<file path="config.mk">
export PLATFORM = sky130hd
export DESIGN_NAME = kbd_frame_rx
export DESIGN_NICKNAME = d
export VERILOG_FILES = /design/src/rtl/kbd_rx_pkg.sv /design/src/rtl/kbd_line_filter.sv /design/src/rtl/kbd_rx_timeout.sv /design/src/rtl/kbd_rx_deframer.sv /design/src/rtl/kbd_frame_rx.sv
export SDC_FILE = /design/constraint.sdc
export NUM_CORES = 1
export LEC_CHECK = 0
export BUFFER_PORTS_ARGS = -buffer_cell sky130_fd_sc_hd__buf_2
export CAP_MARGIN = 20
export CORE_MARGIN = 1.5
export CORE_UTILIZATION = 40
export CTS_CLUSTER_SIZE = 28
export DETAILED_ROUTE_END_ITERATION = 6
export HOLD_SLACK_MARGIN = 0.06
export SYNTH_ARGS = -nofsm -noshare
export SYNTH_HDL_FRONTEND = slang
export SYNTH_HIERARCHICAL = 1
export SYNTH_SLANG_ARGS = --single-unit
export TNS_END_PERCENT = 50
</file>
<file path="constraint.sdc">
create_clock -name clk -period 2.5 [get_ports clk]
set_clock_uncertainty 0.05 [all_clocks]
set_input_delay 0.125 -clock clk [delete_from_list [all_inputs] [get_ports clk]]
set_output_delay 0.125 -clock clk [all_outputs]
set_load 0.02 [all_outputs]
</file>
<file path="src/rtl/kbd_rx_pkg.sv">
package kbd_rx_pkg;
  typedef enum logic [1:0] {
    RX_IDLE  = 2'd0,
    RX_START = 2'd1,
    RX_BITS  = 2'd2,
    RX_STOP  = 2'd3
  } rx_state_e;
endpackage

</file>
<file path="src/rtl/kbd_line_filter.sv">
// Brings one open-drain line into the clock domain. The output level only
// changes after the synchronised input has disagreed with it for FILT_CYC
// consecutive cycles.
module kbd_line_filter #(
  parameter int   SYNC_STAGES = 2,
  parameter int   FILT_CYC    = 8,
  parameter logic RST_VAL     = 1'b1
) (
  input  logic clk,
  input  logic rst_n,
  input  logic line_i,
  output logic level_o
);
  localparam int CW = (FILT_CYC > 1) ? $clog2(FILT_CYC) : 1;
  localparam logic [CW-1:0] LAST = CW'(FILT_CYC - 1);

  logic [SYNC_STAGES-1:0] sync_q;
  logic                   synced;
  logic [CW-1:0]          agree_cnt;

  always_ff @(posedge clk or negedge rst_n) begin
    if (!rst_n) sync_q <= {SYNC_STAGES{RST_VAL}};
    else        sync_q <= {sync_q[SYNC_STAGES-2:0], line_i};
  end

  assign synced = sync_q[SYNC_STAGES-1];

  always_ff @(posedge clk or negedge rst_n) begin
    if (!rst_n) begin
      level_o   <= RST_VAL;
      agree_cnt <= '0;
    end else if (synced == level_o) begin
      agree_cnt <= '0;
    end else if (agree_cnt == LAST) begin
      level_o   <= synced;
      agree_cnt <= '0;
    end else begin
      agree_cnt <= agree_cnt + 1'b1;
    end
  end
endmodule

</file>
<file path="src/rtl/kbd_rx_timeout.sv">
// Counts cycles since the last link clock edge while a frame is open.
module kbd_rx_timeout #(
  parameter int LIMIT = 125000
) (
  input  logic clk,
  input  logic rst_n,
  input  logic run_i,
  input  logic kick_i,
  output logic expired_o
);
  localparam int TW = $clog2(LIMIT + 1);
  localparam logic [TW-1:0] LAST = TW'(LIMIT - 1);

  logic [TW-1:0] idle_cnt;

  always_ff @(posedge clk or negedge rst_n) begin
    if (!rst_n)                idle_cnt <= '0;
    else if (!run_i || kick_i) idle_cnt <= '0;
    else if (idle_cnt != LAST) idle_cnt <= idle_cnt + 1'b1;
  end

  assign expired_o = run_i && !kick_i && (idle_cnt == LAST);
endmodule

</file>
<file path="src/rtl/kbd_rx_deframer.sv">
// Frame sequencer: start check, DATA_W+1 samples on rising edges, stop wait.
module kbd_rx_deframer
  import kbd_rx_pkg::*;
#(
  parameter int DATA_W = 8
) (
  input  logic              clk,
  input  logic              rst_n,
  input  logic              abort_i,
  input  logic              rise_i,
  input  logic              fall_i,
  input  logic              data_i,
  input  logic              timeout_i,
  output logic              busy_o,
  output logic              done_o,
  output logic              ferr_o,
  output logic [DATA_W-1:0] byte_o,
  output logic              perr_o
);
  localparam int NB  = DATA_W + 1;
  localparam int BCW = $clog2(NB);
  localparam logic [BCW-1:0] LAST_BIT = BCW'(DATA_W);

  rx_state_e      state_q;
  logic [BCW-1:0] bit_q;
  logic [NB-1:0]  shift_q;

  always_ff @(posedge clk or negedge rst_n) begin
    if (!rst_n) begin
      state_q <= RX_IDLE;
      bit_q   <= '0;
      shift_q <= '0;
      done_o  <= 1'b0;
      ferr_o  <= 1'b0;
    end else begin
      done_o <= 1'b0;
      ferr_o <= 1'b0;
      if (abort_i) begin
        state_q <= RX_IDLE;
      end else begin
        unique case (state_q)
          RX_IDLE: begin
            if (fall_i) state_q <= RX_START;
          end
          RX_START: begin
            if (timeout_i) begin
              ferr_o  <= 1'b1;
              state_q <= RX_IDLE;
            end else if (rise_i) begin
              bit_q <= '0;
              if (data_i) begin
                state_q <= RX_BITS;
              end else begin
                ferr_o  <= 1'b1;
                state_q <= RX_IDLE;
              end
            end
          end
          RX_BITS: begin
            if (timeout_i) begin
              ferr_o  <= 1'b1;
              state_q <= RX_IDLE;
            end else if (rise_i) begin
              shift_q <= {data_i, shift_q[NB-1:1]};
              if (bit_q == LAST_BIT) state_q <= RX_STOP;
              else                   bit_q   <= bit_q + 1'b1;
            end
          end
          RX_STOP: begin
            if (timeout_i || fall_i) begin
              ferr_o  <= 1'b1;
              state_q <= RX_IDLE;
            end else if (!data_i) begin
              done_o  <= 1'b1;
              state_q <= RX_IDLE;
            end
          end
          default: state_q <= RX_IDLE;
        endcase
      end
    end
  end

  assign busy_o = (state_q != RX_IDLE);
  assign byte_o = shift_q[DATA_W-1:0];
  assign perr_o = ~(^shift_q);
endmodule

</file>
<file path="src/rtl/kbd_frame_rx.sv">
module kbd_frame_rx #(
  parameter int DATA_W      = 8,
  parameter int SYNC_STAGES = 2,
  parameter int FILTER_CYC  = 8,
  parameter int TIMEOUT_CYC = 125000
) (
  input  logic              clk,
  input  logic              rst_n,
  input  logic              kbd_clk_i,
  input  logic              kbd_data_i,
  output logic              kbd_data_oe,
  input  logic              inhibit_i,
  output logic [DATA_W-1:0] rx_data,
  output logic              rx_parity_err,
  output logic              rx_valid,
  input  logic              rx_ready,
  output logic              frame_err
);
  localparam int NLINES = 2;
  localparam logic [NLINES-1:0] LINE_RST = 2'b01;

  logic [NLINES-1:0] raw_lines;
  logic [NLINES-1:0] line_lvl;
  logic              clk_lvl_q;
  logic              clk_rise;
  logic              clk_fall;
  logic              hold;
  logic              abort;
  logic              busy;
  logic              expired;
  logic              done;
  logic              ferr;
  logic [DATA_W-1:0] frame_byte;
  logic              frame_perr;

  assign raw_lines = {kbd_data_i, kbd_clk_i};

  for (genvar g = 0; g < NLINES; g++) begin : g_line
    kbd_line_filter #(
      .SYNC_STAGES(SYNC_STAGES),
      .FILT_CYC   (FILTER_CYC),
      .RST_VAL    (LINE_RST[g])
    ) u_filt (
      .clk    (clk),
      .rst_n  (rst_n),
      .line_i (raw_lines[g]),
      .level_o(line_lvl[g])
    );
  end

  always_ff @(posedge clk or negedge rst_n) begin
    if (!rst_n) clk_lvl_q <= 1'b1;
    else        clk_lvl_q <= line_lvl[0];
  end

  assign clk_rise = line_lvl[0] && !clk_lvl_q;
  assign clk_fall = !line_lvl[0] && clk_lvl_q;

  assign hold        = rx_valid && !rx_ready;
  assign abort       = inhibit_i || hold;
  assign kbd_data_oe = abort;

  kbd_rx_timeout #(.LIMIT(TIMEOUT_CYC)) u_tmo (
    .clk      (clk),
    .rst_n    (rst_n),
    .run_i    (busy),
    .kick_i   (clk_rise || clk_fall),
    .expired_o(expired)
  );

  kbd_rx_deframer #(.DATA_W(DATA_W)) u_seq (
    .clk      (clk),
    .rst_n    (rst_n),
    .abort_i  (abort),
    .rise_i   (clk_rise),
    .fall_i   (clk_fall),
    .data_i   (line_lvl[1]),
    .timeout_i(expired),
    .busy_o   (busy),
    .done_o   (done),
    .ferr_o   (ferr),
    .byte_o   (frame_byte),
    .perr_o   (frame_perr)
  );

  always_ff @(posedge clk or negedge rst_n) begin
    if (!rst_n) begin
      rx_valid      <= 1'b0;
      rx_data       <= '0;
      rx_parity_err <= 1'b0;
    end else if (done) begin
      rx_valid      <= 1'b1;
      rx_data       <= frame_byte;
      rx_parity_err <= frame_perr;
    end else if (rx_ready) begin
      rx_valid      <= 1'b0;
    end
  end

  assign frame_err = ferr;
endmodule

</file>
After elaboration in Yosys (flattened, before gate mapping). Index checks and enable logic that the tools add are counted.

Bits of input ports: 6. Output and inout bits: 12. Register bits after elaboration: 57. Logic and storage cells: 105.

Bitwise operators: 5. Equal/unequal tests: 20. Reductions and logical operators: 25. Muxes and demuxes: 35. Add/sub/neg operators: 4.

Operator list (count): two-way mux 17 bit (2); two-way mux 2 bit (10); two-way mux 4 bit (5); adder 17 x 1 -> 17 bit, second input constant (1); equality test 17 bit, second input constant (1); inequality test 17 bit, second input constant (1); two-way mux 3 bit (4); inequality test 4 x 3 -> 1 bit, second input constant (3); two-way mux 1 bit (11); inequality test 2 bit, second input constant (5); parity 9 bit (1); one-hot mux 2 bit (4 select lines) (1); one-hot mux 4 bit (2 select lines) (1); nonzero test 2 bit (4); AND reduction 7 bit (1); adder 3 x 1 -> 3 bit, second input constant (2); equality test 3 bit, second input constant (2); logical AND 1 bit (5); zero test 1 bit (5); NOT 1 bit (5); AND reduction 5 bit (1); adder 4 x 1 -> 4 bit, second input constant (1); equality test 2 bit, second input constant (2); equality test 4 bit, second input constant (1); other kinds (9) (14).

Longest topological paths before layout. Gate-level depths: netlist of the first run.

Depth after elaboration: 10. Depth in mapped cells: 11. Mapped depth without buffers: 9.

Cells and area by module. The synthesis of the first run kept the hierarchy.

Modules (own cells, without submodules): kbd_rx_deframer (area an instance 1061.0 um^2, sequential area each 425.4 um^2, cells an instance 98, instances 1); kbd_rx_timeout (area an instance 895.9 um^2, sequential area each 425.4 um^2, cells an instance 96, instances 1); kbd_frame_rx (area an instance 478.0 um^2, sequential area each 276.5 um^2, cells an instance 29, instances 1); kbd_line_filter at g_line[0].u_filt (area an instance 224.0 um^2, sequential area each 153.9 um^2, cells an instance 13, instances 1); kbd_line_filter at g_line[1].u_filt (area an instance 220.2 um^2, sequential area each 150.1 um^2, cells an instance 13, instances 1).

Worst setup path before layout of the first run. OpenSTA, ideal clock, no wires.

Path type: reg2reg. Start: reg g_line[0].u_filt.level_o. End: reg u_seq.shift_q[0]. Arrival: 2299 ps. Required time: 2325 ps. Path slack: 26 ps. Buffers on the path: 2. Period minus slack after synthesis: 2474 ps. Stages on the path, launching flop included: 10. Setup time: 125 ps. Path through: dfstp_2 inv_1 ha_1 inv_1 nand2b_1 clkbuf_1 nor2_1 buf_6 nor3_4 mux2_2.

Longest elaborated chain between the ends: 8. Elaborated cells on any way between the ends: 9. Those cells by class: bitwise: 1; reduce/logical: 8.

Ends and longest elaborated chain: from (decl) (line kbd_line_filter.sv:12) `output logic level_o`; from (signal assigned) (line kbd_line_filter.sv:35) `level_o <= synced;`; zero test 1 bit (line kbd_frame_rx.sv:57) `assign clk_fall = !line_lvl[0] && clk_lvl_q;`; logical AND 1 bit (line kbd_frame_rx.sv:57); logical OR 1 bit * (line kbd_frame_rx.sv:67) `.kick_i (clk_rise || clk_fall),`; zero test 1 bit * (line kbd_rx_timeout.sv:22) `assign expired_o = run_i && !kick_i && (idle_cnt == LAST);`; logical AND 1 bit * (2 in series) (line kbd_rx_timeout.sv:22); named net expired (line kbd_frame_rx.sv:30) `logic expired;`; NOT 1 bit (no source line) *; AND reduction 4 bit (no source line) *; to (signal assigned) (line kbd_rx_deframer.sv:64) `shift_q <= {data_i, shift_q[NB-1:1]};`; to (decl) (line kbd_rx_deframer.sv:26) `logic [NB-1:0] shift_q;`.

The timed path passes the listed nets; every way through them passes the cells marked *. A chain may end at the register's enable or synchronous reset.

Worst setup path in the final report of the first run.
Start: reg u_tmo.idle_cnt[1]. End: reg u_seq.state_q[0].

Longest elaborated chain between the ends: 6. Elaborated cells on any way between the ends: 13. Those cells by class: eq/ne: 5; mux: 5; reduce/logical: 3.

Ends and longest elaborated chain: from (decl) (line kbd_rx_timeout.sv:14) `logic [TW-1:0] idle_cnt;`; from (signal assigned) (line kbd_rx_timeout.sv:19) `else if (idle_cnt != LAST) idle_cnt <= idle_cnt + 1'b1;`; equality test 17 bit * (line kbd_rx_timeout.sv:22); logical AND 1 bit * (line kbd_rx_timeout.sv:22); named net expired (line kbd_frame_rx.sv:30); logical OR 1 bit (line kbd_rx_deframer.sv:70) `if (timeout_i || fall_i) begin`; two-way mux 2 bit (line kbd_rx_deframer.sv:70); one-hot mux 2 bit (4 select lines) (line kbd_rx_deframer.sv:41) `unique case (state_q)`; two-way mux 2 bit (line kbd_rx_deframer.sv:38) `if (abort_i) begin`; to (signal assigned) (line kbd_rx_deframer.sv:39) `state_q <= RX_IDLE;`; to (signal assigned) (line kbd_rx_deframer.sv:43) `if (fall_i) state_q <= RX_START;`; to (signal assigned) (line kbd_rx_deframer.sv:72) `state_q <= RX_IDLE;`; to (decl) (line kbd_rx_deframer.sv:24) `rx_state_e state_q;`.

Marked as above.

==> results.cfg, run 1 <==
[finish]
syn_to_final_growth_pct = 15.9
utilization = 0.486
nFillCells = 647
nNetsFinal = 300
stdcell_count = 381
drive_gt1_frac = 0.281
n_antenna_cell = 0

[floorplan]
dieWidth_um = 87.8
io_pins = 18
core_area_um2 = 6870
row_count = 30
die_area_um2 = 7720
dieHeight_um = 87.8
start_util = 0.419

[clocking]
root_buffer = clkbuf_8
clkSinkCount = 57
clkSlewWorstSetupHoldPaths_ns = 0.07
cts-buffers-inserted = 9
cts_setup_buffers = 0
clock_latency_ns = 0.33
tritoncts = built
clockBufferDepth = 2
h-tree-depth = 3

[worst_setup_path]
critical_path_class = reg2reg
cp_slowest_cell = or3_1
path_depth = 9
cp_cell_sequence = ha_1 > nand2_1 > or2_1 > or3_1 > nor2_4 > inv_1 > a31oi_1 > o22ai_2 > mux2_1
critical_path.top_delay_family = simple AND/OR/NAND/NOR gates
r2r-start = u_tmo/idle_cnt[1]
r2r.worst_path.cells = 9
r2r-end = u_seq/state_q[0]
worstPathRequired_ns = 2.67
startpoint_type = flop
crit_buf_inv = 1
endpoint_kind = flop
arrival_ns = 2.48
ff2ff_setup_slack_ns = 0.19
path_max_fanout = 4
max_stage_delay_ns = 0.44

[outcome]
status = completed

[sta]
slew_violations = 0
finalSetupViolations = 0
fmax_mhz = 433
worst_pin_slew_ns = 0.651
setup_tns_ns = 0
finalCritPeriodShare = 0.924
slew_headroom = 0.566
rsz0062_at_grt = no
post-route-min-period_ns = 2.31
hold_viol = 0

[logic_synthesis]
syn_inst = 249
synth_area_per_cell_um2 = 11.6
synth-seq-cells = 57
yosys.area.top_type = dfrtp_1
yosysTopAreaCellShare = 0.461
ys_async_sr_fraction = 1.00
synth_fp_nets = 269
ys_seq_area_frac = 0.497
synth.distinct_cells = 48
syn_area_um2 = 2880
synth-edff-count = 0
synth_warnings = 6
yosys-top-cells-area = dfrtp_1 46%, ha_1 6.1%, mux2_4 4.7%
ys.flop_type = dfrtp_1

[drt]
ant_nets = 0
vias = 1829
drt_iter0_markers = 89
dr.pass1.iters = 4
viasPerCell = 4.80
drc_errors = 0
wire_per_inst_um = 12.2
finalWirelength_mm = 4.66

[global_routing]
grt_max_degree = 31
grt.total_usage = 0.145
grt_pass1_vias = 1826
overflow = 0
grt_pass1_wl_mm = 8.40
antenna_found_initial = 0

[hold_path]
hold_start = inhibit_i
whs_endpoint = u_seq/ferr_o
hold_path.class = in2reg
holdPathStages = 3

[power_and_ir_drop]
powerDensity_nw_per_um2 = 682
vdd_drop_max_mv = 0.547
leakagePower_nw = 1.53

[placement]
io_buffers = 17
hpwl_mm = 3.22
routabilityCongestion = 0.789
placed_cells = 361

[flow_run]
maxCapViolCount = 0
worst reg2reg max path: stages (launching register included):
cell and delay (ns):
dfrtp_1 0.38, ha_1 0.21, nand2_1 0.08, or2_1 0.24
or3_1 0.44, nor2_4 0.13, inv_1 0.07, a31oi_1 0.16
o22ai_2 0.12, mux2_1 0.32
synth_stat cells, types with 2 or more instances:
cell type  instances
dfrtp_1           53
nand2_1           16
nor2_1            15
ha_1              14
xnor2_1           13
inv_1             12
mux2_2             9
mux2_4             9
nand2b_1           9
buf_4              8
o21ai_0            8
nand3_1            7
a21oi_1            5
and2_1             5
nor4_1             5
xor2_1             5
dfstp_2            4
mux2i_1            4
a31oi_1            3
mux2_1             3
nor2b_1            3
nor3_1             3
or4_1              3
a22o_1             2
a31o_2             2
buf_2              2
buf_6              2
clkbuf_1           2
nand3b_1           2
nand4_1            2
nor3b_2            2
worst max path at each step:
| stage | start | endpoint | slack (ns) |
|---|---|---|---|
| finish | u_tmo/idle_cnt[1] | u_seq/state_q[0] | 0.19 |
| global route | u_tmo/idle_cnt[1] | u_seq/state_q[0] | 0.02 |
| CTS | u_tmo/idle_cnt[1] | u_seq/state_q[0] | 0.11 |
| detailed placement | u_tmo/idle_cnt[1] | u_seq/state_q[0] | 0.12 |
| global placement | u_tmo/idle_cnt[1] | u_seq/state_q[0] | 0.16 |
| floorplan | g_line[0].u_filt/level_o | u_seq/shift_q[0] | 0.03 |
routing by layer:
layer  GRT usage  routed length [µm]
met5           0                   0
met4      0.0649                  81
met3      0.0537                 201
met2       0.230                2130
met1       0.175                2250
cell usage in the layout, fill, tap and decap left out, types with 2 or more instances in the layout:
master         netlist  routed
dfrtp_1             53      53
buf_2                2      17
nand2_1             16      16
ha_1                14      14
nor2_1              15      14
xnor2_1             13      13
inv_1               12      12
buf_4                8      12
clkbuf_8             0      10
nand2b_1             9       9
mux2_4               9       9
mux2_2               9       9
o21ai_0              8       8
nand3_1              7       7
xor2_1               5       5
and2_1               5       5
nor4_1               5       5
a21oi_1              5       5
dfstp_2              4       4
dlygate4sd3_1        0       4
mux2i_1              4       4
mux2_1               3       3
or4_1                3       3
a31oi_1              3       3
nor2b_1              3       3
nor3_1               3       3
clkinvlp_4           0       2
clkinv_2             0       2
nor3b_2              2       2
nand3b_1             2       2
a22o_1               2       2
nand4_1              2       2
a31o_2               2       2
flip-flops by register name (all words and copies together) (netlist names):
name,count
u_seq/done_o,1
g_line.u_filt/level_o,2
rx_valid,1
clk_lvl_q,1
u_tmo/idle_cnt,17
u_seq/bit_q,4
rx_parity_err,1
g_line.u_filt/sync_q,4
u_seq/state_q,2
rx_data,8
u_seq/shift_q,9
u_seq/ferr_o,1
g_line.u_filt/agree_cnt,6
through the flow:
stage / power [mW] / area (µm²) / hold slack (ns) / setup slack [ns]
6_report: 2.28 / 3340 / 0.296 / 0.189
5_1_grt: 2.42 / 3340 / 0.302 / 0.0172
4_1_cts: 2.31 / 3330 / 0.281 / 0.106
3_5_place_dp: 1.44 / 3090 / 0.145 / 0.123
3_3_place_gp: 1.44 / 3090 / 0.144 / 0.158
2_1_floorplan: 1.32 / 2880 / -0.221 / 0.0264
final cells by class:
cell class	instances	area [µm²]	share of cell area
inverters	12	45.0	0.0135
clock buffers	11	141	0.0424
clock inverters	5	55.1	0.0165
well taps	96	120	0.0360
repair buffers	34	235	0.0705
flip-flops and latches	57	1430	0.429
multi-input cells	166	1310	0.392
cell families (layout without fill, tap and decap cells):
logic type / count (synthesis) / in the layout / share of synthesized area
compound gates: 27 / 27 / 0.0682
xor+xnor: 18 / 18 / 0.0548
fa+ha+maj: 14 / 14 / 0.0608
buf+inv: 26 / 62 / 0.0504
flops: 57 / 57 / 0.497
mux: 25 / 25 / 0.108
simple gates: 82 / 82 / 0.161
power by group:
group / switching, mW / internal [mW]
logic: 0.190 / 0.173
registers: 0.0605 / 1.01
clock network: 0.360 / 0.483
timing repair:
action                                  in CTS  in global routing
endpoints found under the setup margin       0                  2
hold endpoints to repair                    26                  0
gates resized for setup                      0                  2
hold buffers                                 4                  0
Power figures use the tool's default switching activity.
==> run 2, diff against run 1 <==
- BUFFER_PORTS_ARGS: -buffer_cell sky130_fd_sc_hd__buf_2 -> unset
- DONT_BUFFER_PORTS: unset -> 1
- RECOVER_POWER: unset -> 50
==> run 2 against run 1 <==
Net effect:
- first-iteration DRC count up 38%
- global-route usage down 0.60 points
- register-to-register slack about the same
- cell area is 2.2% lower
- core utilization down 1.1 points
- critical path type unchanged
==> results.cfg, run 2 (synthesis results as in run 1) <==
[flow_run]
maxCapViolCount = 0

[worst_setup_path]
cp_slowest_cell = or3_1
endpoint_kind = flop
max_stage_delay_ns = 0.44
arrival_ns = 2.47
worstPathRequired_ns = 2.65
path_max_fanout = 4
startpoint_type = flop
critical_path_class = reg2reg
cp_cell_sequence = ha_2 > nand2_1 > or2_1 > or3_1 > nor2_4 > inv_1 > a31oi_1 > o22ai_2 > mux2_1

[clocking]
clockBufferDepth = 2
clkSinkCount = 57
h-tree-depth = 3
tritoncts = built
root_buffer = clkbuf_8
cts-buffers-inserted = 9
clock_latency_ns = 0.33
cts_setup_buffers = 0
clkSlewWorstSetupHoldPaths_ns = 0.06

[outcome]
status = completed

[sta]
fmax_mhz = 431
slew_headroom = 0.0757
slew_violations = 0
finalSetupViolations = 0
worst_pin_slew_ns = 1.39
rsz0062_at_grt = no
finalCritPeriodShare = 0.928
hold_ws_ns = 0.221
setup_tns_ns = 0
hold_viol = 0
post-route-min-period_ns = 2.32

[floorplan]
core_area_um2 = 6870
die_area_um2 = 7720
io_pins = 18
dieHeight_um = 87.8
dieWidth_um = 87.8
row_count = 30
start_util = 0.419

[drt]
wire_per_inst_um = 12.8
viasPerCell = 4.81
finalWirelength_mm = 4.67
drc_errors = 0
dr.pass1.iters = 4
drt_iter0_markers = 123
vias = 1750
ant_nets = 0

[placement]
routabilityCongestion = 0.783
placed_area_um2 = 2990
io_buffers = 0
hpwl_mm = 3.09

[global_routing]
grt.total_usage = 0.139
overflow = 0
grt_max_degree = 58
antenna_found_initial = 0
grt_pass1_vias = 1745
grt_pass1_wl_mm = 8.14

[power_and_ir_drop]
switching_share = 0.260
p_int_mw = 1.76
p_switching_mw = 0.619
power_frac_comb = 0.153
p_seq_frac = 0.450
leakagePower_nw = 1.46
pwr-share-clk = 0.397
powerDensity_nw_per_um2 = 730
vdd_drop_max_mv = 0.375

[finish]
largest_register_ffs = 17
nNetsFinal = 283
top_register = u_tmo/idle_cnt
final_cell_area_um2 = 3260
final_common_cell = dfrtp_1
drive_gt1_frac = 0.239
syn_to_final_growth_pct = 13.4
n_antenna_cell = 0
nFillCells = 619
top_regs = u_tmo/idle_cnt (17), u_seq/shift_q (9), rx_data (8)
utilization = 0.475
final_cell_mix = 53 x dfrtp_1, 16 x nand2_1, 14 x nor2_1

[hold_path]
hold_path.class = in2reg
## run 2: layer usage
| metal | track usage | wire, µm |
|---|---|---|
| met1 | 0.191 | 2430 |
| met4 | 0.0476 | 58 |
| met3 | 0.0537 | 188 |
| met2 | 0.198 | 1990 |
| met5 | 0 | 0 |
## run 2: cell type report
type | instances | area [µm²] | share of cell area
clock inverters | 5 | 78.8 | 0.0241
clock buffers | 11 | 141 | 0.0433
inverters | 12 | 45.0 | 0.0138
multi-input cells | 166 | 1310 | 0.402
repair buffers | 17 | 135 | 0.0414
well taps | 96 | 120 | 0.0368
flip-flops and latches | 57 | 1430 | 0.438
## run 2: critical path: cells and delay by family (launching register included)
kind,cells,cell delay (ns)
flops,1,0.39
fa+ha+maj,1,0.21
simple gates,4,0.89
compound gates,2,0.27
mux,1,0.33
buf+inv,1,0.06
## run 2: power by group through the flow
stage / sequential, mW / clock, mW / combinational [mW]
floorplan: 1.08 / 0 / 0.249
global placement: 1.09 / 0 / 0.328
detailed placement: 1.09 / 0 / 0.332
CTS: 1.07 / 0.983 / 0.365
global route: 1.09 / 1.02 / 0.426
finish: 1.07 / 0.947 / 0.363
## run 2: repair_timing
action,CTS,global route
hold endpoints to repair,60,0
hold buffers,5,0
gates resized for setup,0,3
setup endpoints to repair,0,14
## run 2: path summary, 6_finish.rpt
path                       slack, ns                    endpoint  cells past startpoint                        from
max                             0.18            u_seq/state_q[0]                      9           u_tmo/idle_cnt[1]
min                             0.22                u_seq/ferr_o                      2                   inhibit_i
max reg2reg                     0.18            u_seq/state_q[0]                      9           u_tmo/idle_cnt[1]
min reg2reg                     0.31  g_line[1].u_filt/sync_q[1]                      0  g_line[1].u_filt/sync_q[0]
max in group asynchronous       0.95           u_tmo/idle_cnt[1]                      2                       rst_n
min in group asynchronous       0.62              u_seq/bit_q[2]                      2                       rst_n
## run 2: through the flow
step,std cells,total power [mW],worst slack (ns)
CTS,364,2.42,0.0707
detailed placement,343,1.42,0.0877
finish,364,2.38,0.179
global placement,343,1.41,0.169
floorplan,249,1.32,0.0264
global route,364,2.54,0.00854
